### src/rtl/txline_pkg.sv
package txline_pkg;

  localparam int TRAIL_MIN = 44;
  localparam int TRAIL_MAX = 50;

  typedef enum logic [2:0] {
    ST_IDLE,
    ST_SYNC,
    ST_QUIET,
    ST_LEAD,
    ST_SEND,
    ST_GUARD,
    ST_TRAIL
  } seq_state_t;

  function automatic int clamp_trail(input int v);
    if (v < TRAIL_MIN) return TRAIL_MIN;
    if (v > TRAIL_MAX) return TRAIL_MAX;
    return v;
  endfunction

  function automatic int max3(input int a, input int b, input int c);
    int m;
    m = (a > b) ? a : b;
    return (m > c) ? m : c;
  endfunction

endpackage

### src/rtl/txline_bitcnt.sv
// Loadable down counter of enable pulses; flags the pulse that reaches one.
module txline_bitcnt #(
  parameter int W = 6
) (
  input  logic         clk,
  input  logic         rst,
  input  logic         load,
  input  logic [W-1:0] load_val,
  input  logic         tick,
  output logic         last_tick
);
  logic [W-1:0] cnt;

  assign last_tick = tick && (cnt == W'(1));

  always_ff @(posedge clk) begin
    if (rst) begin
      cnt <= '0;
    end else if (load) begin
      cnt <= load_val;
    end else if (tick && (cnt != '0)) begin
      cnt <= cnt - W'(1);
    end
  end
endmodule

### src/rtl/txline_stallmon.sv
// Counts bit ticks on which the framer buffer is still full.
module txline_stallmon #(
  parameter int LIMIT = 32,
  localparam int W = $clog2(LIMIT + 1)
) (
  input  logic clk,
  input  logic rst,
  input  logic clear,
  input  logic watch,
  input  logic tick,
  input  logic empty,
  output logic over
);
  logic [W-1:0] cnt;
  logic         hit;

  assign hit  = watch && tick && !empty;
  assign over = hit && (cnt == W'(LIMIT));

  always_ff @(posedge clk) begin
    if (rst || clear) begin
      cnt <= '0;
    end else if (hit && (cnt != W'(LIMIT))) begin
      cnt <= cnt + W'(1);
    end
  end
endmodule

### src/rtl/txline_seq.sv
module txline_seq
  import txline_pkg::*;
#(
  parameter int DW         = 8,
  parameter int SYNC_CLKS  = 4,
  parameter int QUIET_BITS = 3,
  parameter int LEAD_BITS  = 16,
  parameter int TRAIL_BITS = 48,
  parameter int STALL_BITS = 32
) (
  input  logic          clk,
  input  logic          rst,
  input  logic          start_i,
  input  logic [DW-1:0] byte_i,
  input  logic          last_i,
  input  logic          tx_empty_i,
  input  logic          bit_tick_i,
  output logic          drv_en_o,
  output logic          wr_o,
  output logic [DW-1:0] wr_data_o,
  output logic          mark_idle_o,
  output logic          done_o,
  output logic          err_o
);
  localparam int TRAIL_EFF = clamp_trail(TRAIL_BITS);
  localparam int MAXB      = max3(QUIET_BITS, LEAD_BITS, TRAIL_EFF);
  localparam int CW        = $clog2(MAXB + 1);
  localparam int SW        = $clog2(SYNC_CLKS + 1);

  seq_state_t st;
  logic          ld_sync, sync_last;
  logic          ld_bit, bit_last;
  logic [CW-1:0] ld_val;
  logic          take, stall_over;
  logic          first_q;

  // Sync pulse width in clocks: counter advances every cycle.
  txline_bitcnt #(.W(SW)) sync_cnt_i (
    .clk      (clk),
    .rst      (rst),
    .load     (ld_sync),
    .load_val (SW'(SYNC_CLKS)),
    .tick     (1'b1),
    .last_tick(sync_last)
  );

  // Silence, lead-in and trailing hold in bit times.
  txline_bitcnt #(.W(CW)) bit_cnt_i (
    .clk      (clk),
    .rst      (rst),
    .load     (ld_bit),
    .load_val (ld_val),
    .tick     (bit_tick_i),
    .last_tick(bit_last)
  );

  txline_stallmon #(.LIMIT(STALL_BITS)) stall_i (
    .clk  (clk),
    .rst  (rst),
    .clear(take),
    .watch(st == ST_SEND),
    .tick (bit_tick_i),
    .empty(tx_empty_i),
    .over (stall_over)
  );

  always_comb begin
    ld_sync = (st == ST_IDLE) && start_i;
    ld_bit  = 1'b0;
    ld_val  = '0;
    take    = 1'b0;
    case (st)
      ST_SYNC:  if (sync_last) begin ld_bit = 1'b1; ld_val = CW'(QUIET_BITS); end
      ST_QUIET: if (bit_last)  begin ld_bit = 1'b1; ld_val = CW'(LEAD_BITS);  end
      ST_LEAD:  take = bit_last;
      ST_SEND:  take = tx_empty_i;
      default:  ;
    endcase
    if (take && last_i) begin
      ld_bit = 1'b1;
      ld_val = CW'(TRAIL_EFF);
    end
  end

  always_ff @(posedge clk) begin
    if (rst) begin
      st          <= ST_IDLE;
      drv_en_o    <= 1'b0;
      wr_o        <= 1'b0;
      wr_data_o   <= '0;
      mark_idle_o <= 1'b0;
      done_o      <= 1'b0;
      err_o       <= 1'b0;
      first_q     <= 1'b0;
    end else begin
      wr_o        <= 1'b0;
      done_o      <= 1'b0;
      mark_idle_o <= first_q;
      first_q     <= 1'b0;
      case (st)
        ST_IDLE: if (start_i) begin
          st       <= ST_SYNC;
          drv_en_o <= 1'b1;
          err_o    <= 1'b0;
        end
        ST_SYNC: if (sync_last) begin
          st       <= ST_QUIET;
          drv_en_o <= 1'b0;
        end
        ST_QUIET: if (bit_last) begin
          st       <= ST_LEAD;
          drv_en_o <= 1'b1;
        end
        ST_LEAD: if (bit_last) first_q <= 1'b1;
        ST_SEND: if (stall_over) begin
          st       <= ST_IDLE;
          drv_en_o <= 1'b0;
          err_o    <= 1'b1;
        end
        ST_GUARD: st <= ST_SEND;
        ST_TRAIL: if (bit_last) begin
          st       <= ST_IDLE;
          drv_en_o <= 1'b0;
          done_o   <= 1'b1;
        end
        default: st <= ST_IDLE;
      endcase
      if (take) begin
        wr_o      <= 1'b1;
        wr_data_o <= byte_i;
        st        <= last_i ? ST_TRAIL : ST_GUARD;
      end
    end
  end
endmodule

### config.mk
export PLATFORM = sky130hd
export DESIGN_NAME = txline_seq
export DESIGN_NICKNAME = d
export VERILOG_FILES = /design/src/rtl/txline_pkg.sv /design/src/rtl/txline_bitcnt.sv /design/src/rtl/txline_stallmon.sv /design/src/rtl/txline_seq.sv
export SDC_FILE = /design/constraint.sdc
export NUM_CORES = 1
export LEC_CHECK = 0
export CORE_MARGIN = 2
export CORE_UTILIZATION = 60
export CTS_CLUSTER_DIAMETER = 200
export DETAILED_ROUTE_END_ITERATION = 6
export DONT_BUFFER_PORTS = 1
export HOLD_SLACK_MARGIN = 0.12
export PLACE_DENSITY = 0.85
export SYNTH_ARGS = -nofsm -noshare
export SYNTH_HDL_FRONTEND = slang
export SYNTH_SLANG_ARGS = --single-unit
### constraint.sdc
create_clock -name clk -period 6 [get_ports clk]
set_input_delay 0.3 -clock clk [delete_from_list [all_inputs] [get_ports clk]]
set_output_delay 0.3 -clock clk [all_outputs]
set_load 0.05 [all_outputs]
==> reports/metrics.yaml <==
final_cell_mix: "32 x dfxtp_1, 19 x nor2_1, 13 x nand2_1, 12 x inv_1"
synthTopCellsByArea: "dfxtp_1 39%, ha_1 6.9%, nor2_1 4.3%"
layout_commonest_cell: "dfxtp_1"
vias: 1359
place_inst: 202
initial_core_util_pct: 64.50
slew_headroom_pct: 36.16
rsz0062_at_grt: "no"
whs_path_depth: 2
drtAntennaViolNets: 0
grt_use_met3_pct: 9.677
dp_slack_ns: 3.767
final_area_sq_mm: 0.001792
coreArea_sq_mm: 0.002545
clk_pin_slew_ns: 0.10
critPathKind: "reg2reg"
io_pins: 27
antenna_found_initial: 0
yosysWarnings: 0
ys_types: 47
die_area_sq_mm: 0.003170
final-hold-violation-count: 0
fin_crit_sh_pct: 39.06
crit_path_end_kind: "register"
overflow: 0
drc: 0
yosys.area_share.xor_xnor_pct: 4.268
fin_ws_ns: 3.657
critPathTopFamily: "compound AO/OA/AOI/OAI gates"
insertion_delay_ns: 0.34
grt_busiest_layer: "met2"
num_rows: 18
wl_per_cell_um: 16.08
finalSetupViolCount: 0
cts.sinks: 32
cp_num_buf_inv: 1
dr.pass1.iters: 4
cts_setup_buffers: 0
cpPeakStageDelay_ns: 0.84
nNetsFinal: 211
gp_congestion: 0.9554
routed_wl_um: 3522
cts_tree: "done"
die_w_um: 56.31
leakage_nw: 0.7253
synth_edf_count: 0
fillerInstances: 191
cts_buffers: 5
fmax_ghz: 0.4267
cp.depth: 5
reg2reg_depth: 5
ir_drop_v: 0.0003831
grt_usage_pct: 23.78
muxShareOfSynthArea_pct: 2.439
cp_max_fo: 15
syn_to_final_growth_pct: 9.146
grtUsageMet2_pct: 37.82
use_met1_pct: 26.07
cts.path.max_buffers: 2
drive_gt1_share_pct: 10.58
synth_top_area_share_pct: 39.02
antenna_cells: 0
worst_pin_slew_ns: 0.9335
outcome: "completed"
synthSimpleGateAreaFrac_pct: 24.62
cap_violations: 0
fin_worst_skew_ns: 0.01390
drv_slew: 0
slowest_stage: "a2111oi_0"
cp.arrival_ns: 2.55
pwr_density_cell_mw_per_mm2: 402.2
crit_chain: "inv_1 -> a2111oi_0 -> a311oi_1 -> o311ai_1 -> o21ai_0"
syn_nets: 202
final.setup.tns_ns: 0
synth_compound_area_share_pct: 17.99
viasPerCell: 6.205
grt_pass1_wl_um: 5830
syn_area_sq_mm: 0.001642
async_reset_ff_share_pct: 0
dieHeight_um: 56.31
htreeDepth: 2
synth_adder_area_share_pct: 6.860
syn_inst: 179
synth_top_family_by_area: "simple AND/OR/NAND/NOR gates"
ys_seq_elements: 32
synthFlopType: "dfxtp_1"
ys_seq_area_share_pct: 39.02
synth_area_per_cell_sq_um: 9.171
synth_top_cell_by_area: "dfxtp_1"
required_ns: 6.21
layoutNonFillerInstCount: 219
detailed_place_hpwl_um: 2413
grt_max_degree: 16
grt_pass1_vias: 1359
cts_resized: 0
hold_path_class: "in2reg"
ctsHoldBuffers: 9
start_kind: "register"
fin_crit_ns: 2.343
dr.first_iter.drc_count: 57
place_area_sq_mm: 0.001645
portBuffers: 0
ctsRootBufferMaster: "clkbuf_4"
[synthesized netlist by cell type, drive strengths merged, types with 2 or more instances]
master  number
nand2       13
and3         3
xnor2        3
or4b         2
dfxtp       32
a311oi       2
a211oi       2
and2         2
nor2b        3
inv         12
nand4        2
a22o         8
xor2         5
nor3         8
a41oi        2
nand3        5
clkbuf       6
a21oi        7
o311ai       2
nor2        21
mux2i        4
o21ai        3
nor4         5
a211o        2
ha           9
[registers in the layout (all words and copies together), names as in the netlist]
| register | flops |
|---|---|
| drv_en_o | 1 |
| done_o | 1 |
| bit_cnt_i.cnt | 6 |
| sync_cnt_i.cnt | 3 |
| wr_o | 1 |
| st | 3 |
| stall_i.cnt | 6 |
| err_o | 1 |
| wr_data_o | 8 |
| mark_idle_o | 1 |
| first_q | 1 |
[layout make-up]
cell class	instances	area, sq um	share of cell area (%)
clock buffers	5	37.54	2.095
clock inverters	3	18.77	1.047
inverters	12	45.04	2.514
multi-input cells	128	922.1	51.47
flip-flops and latches	32	640.6	35.75
well taps	30	37.54	2.095
repair buffers	9	90.09	5.028
[per-layer routing]
metal,part of all wire [%],up-vias
met2,47,57
met5,0,-
met3,7.1,13
met1,42,622
met4,3.9,0
li1,-,667
[final timing paths]
| path | startpoint | to | slack [ns] |
|---|---|---|---|
| setup / recovery | st[0] | st[1] | 3.66 |
| hold / removal | rst | drv_en_o | 0.16 |
| setup reg to reg | st[0] | st[1] | 3.66 |
| hold reg to reg | first_q | mark_idle_o | 0.44 |
[cells by family after synthesis]
kind of cell | count (synthesis)
AO/OA/AOI/OAI | 36
XOR/XNOR | 8
adder cells (fa/ha/maj) | 9
buffers and inverters | 19
flip-flops | 32
multiplexers | 4
AND/OR/NAND/NOR | 71
[report_power, final]
part,switching (mW),internal [mW],total [mW]
Clock,0.0742,0.0449,0.119
Sequential,0.0729,0.249,0.322
Combinational,0.151,0.129,0.280
Total,0.298,0.423,0.721
[metrics by stage]
stage / power (mW) / utilization [%] / hold WS, ns
after floorplan: 0.5413 / - / 0.3949
after global placement: 0.5727 / 64.65 / 0.3723
after detailed placement: 0.5942 / 64.65 / 0.3770
after CTS: 0.7206 / 70.40 / 0.1499
after global routing: 0.7789 / 70.40 / 0.1436
final: 0.7206 / 70.40 / 0.1603
(Power assumes the default switching activity.)
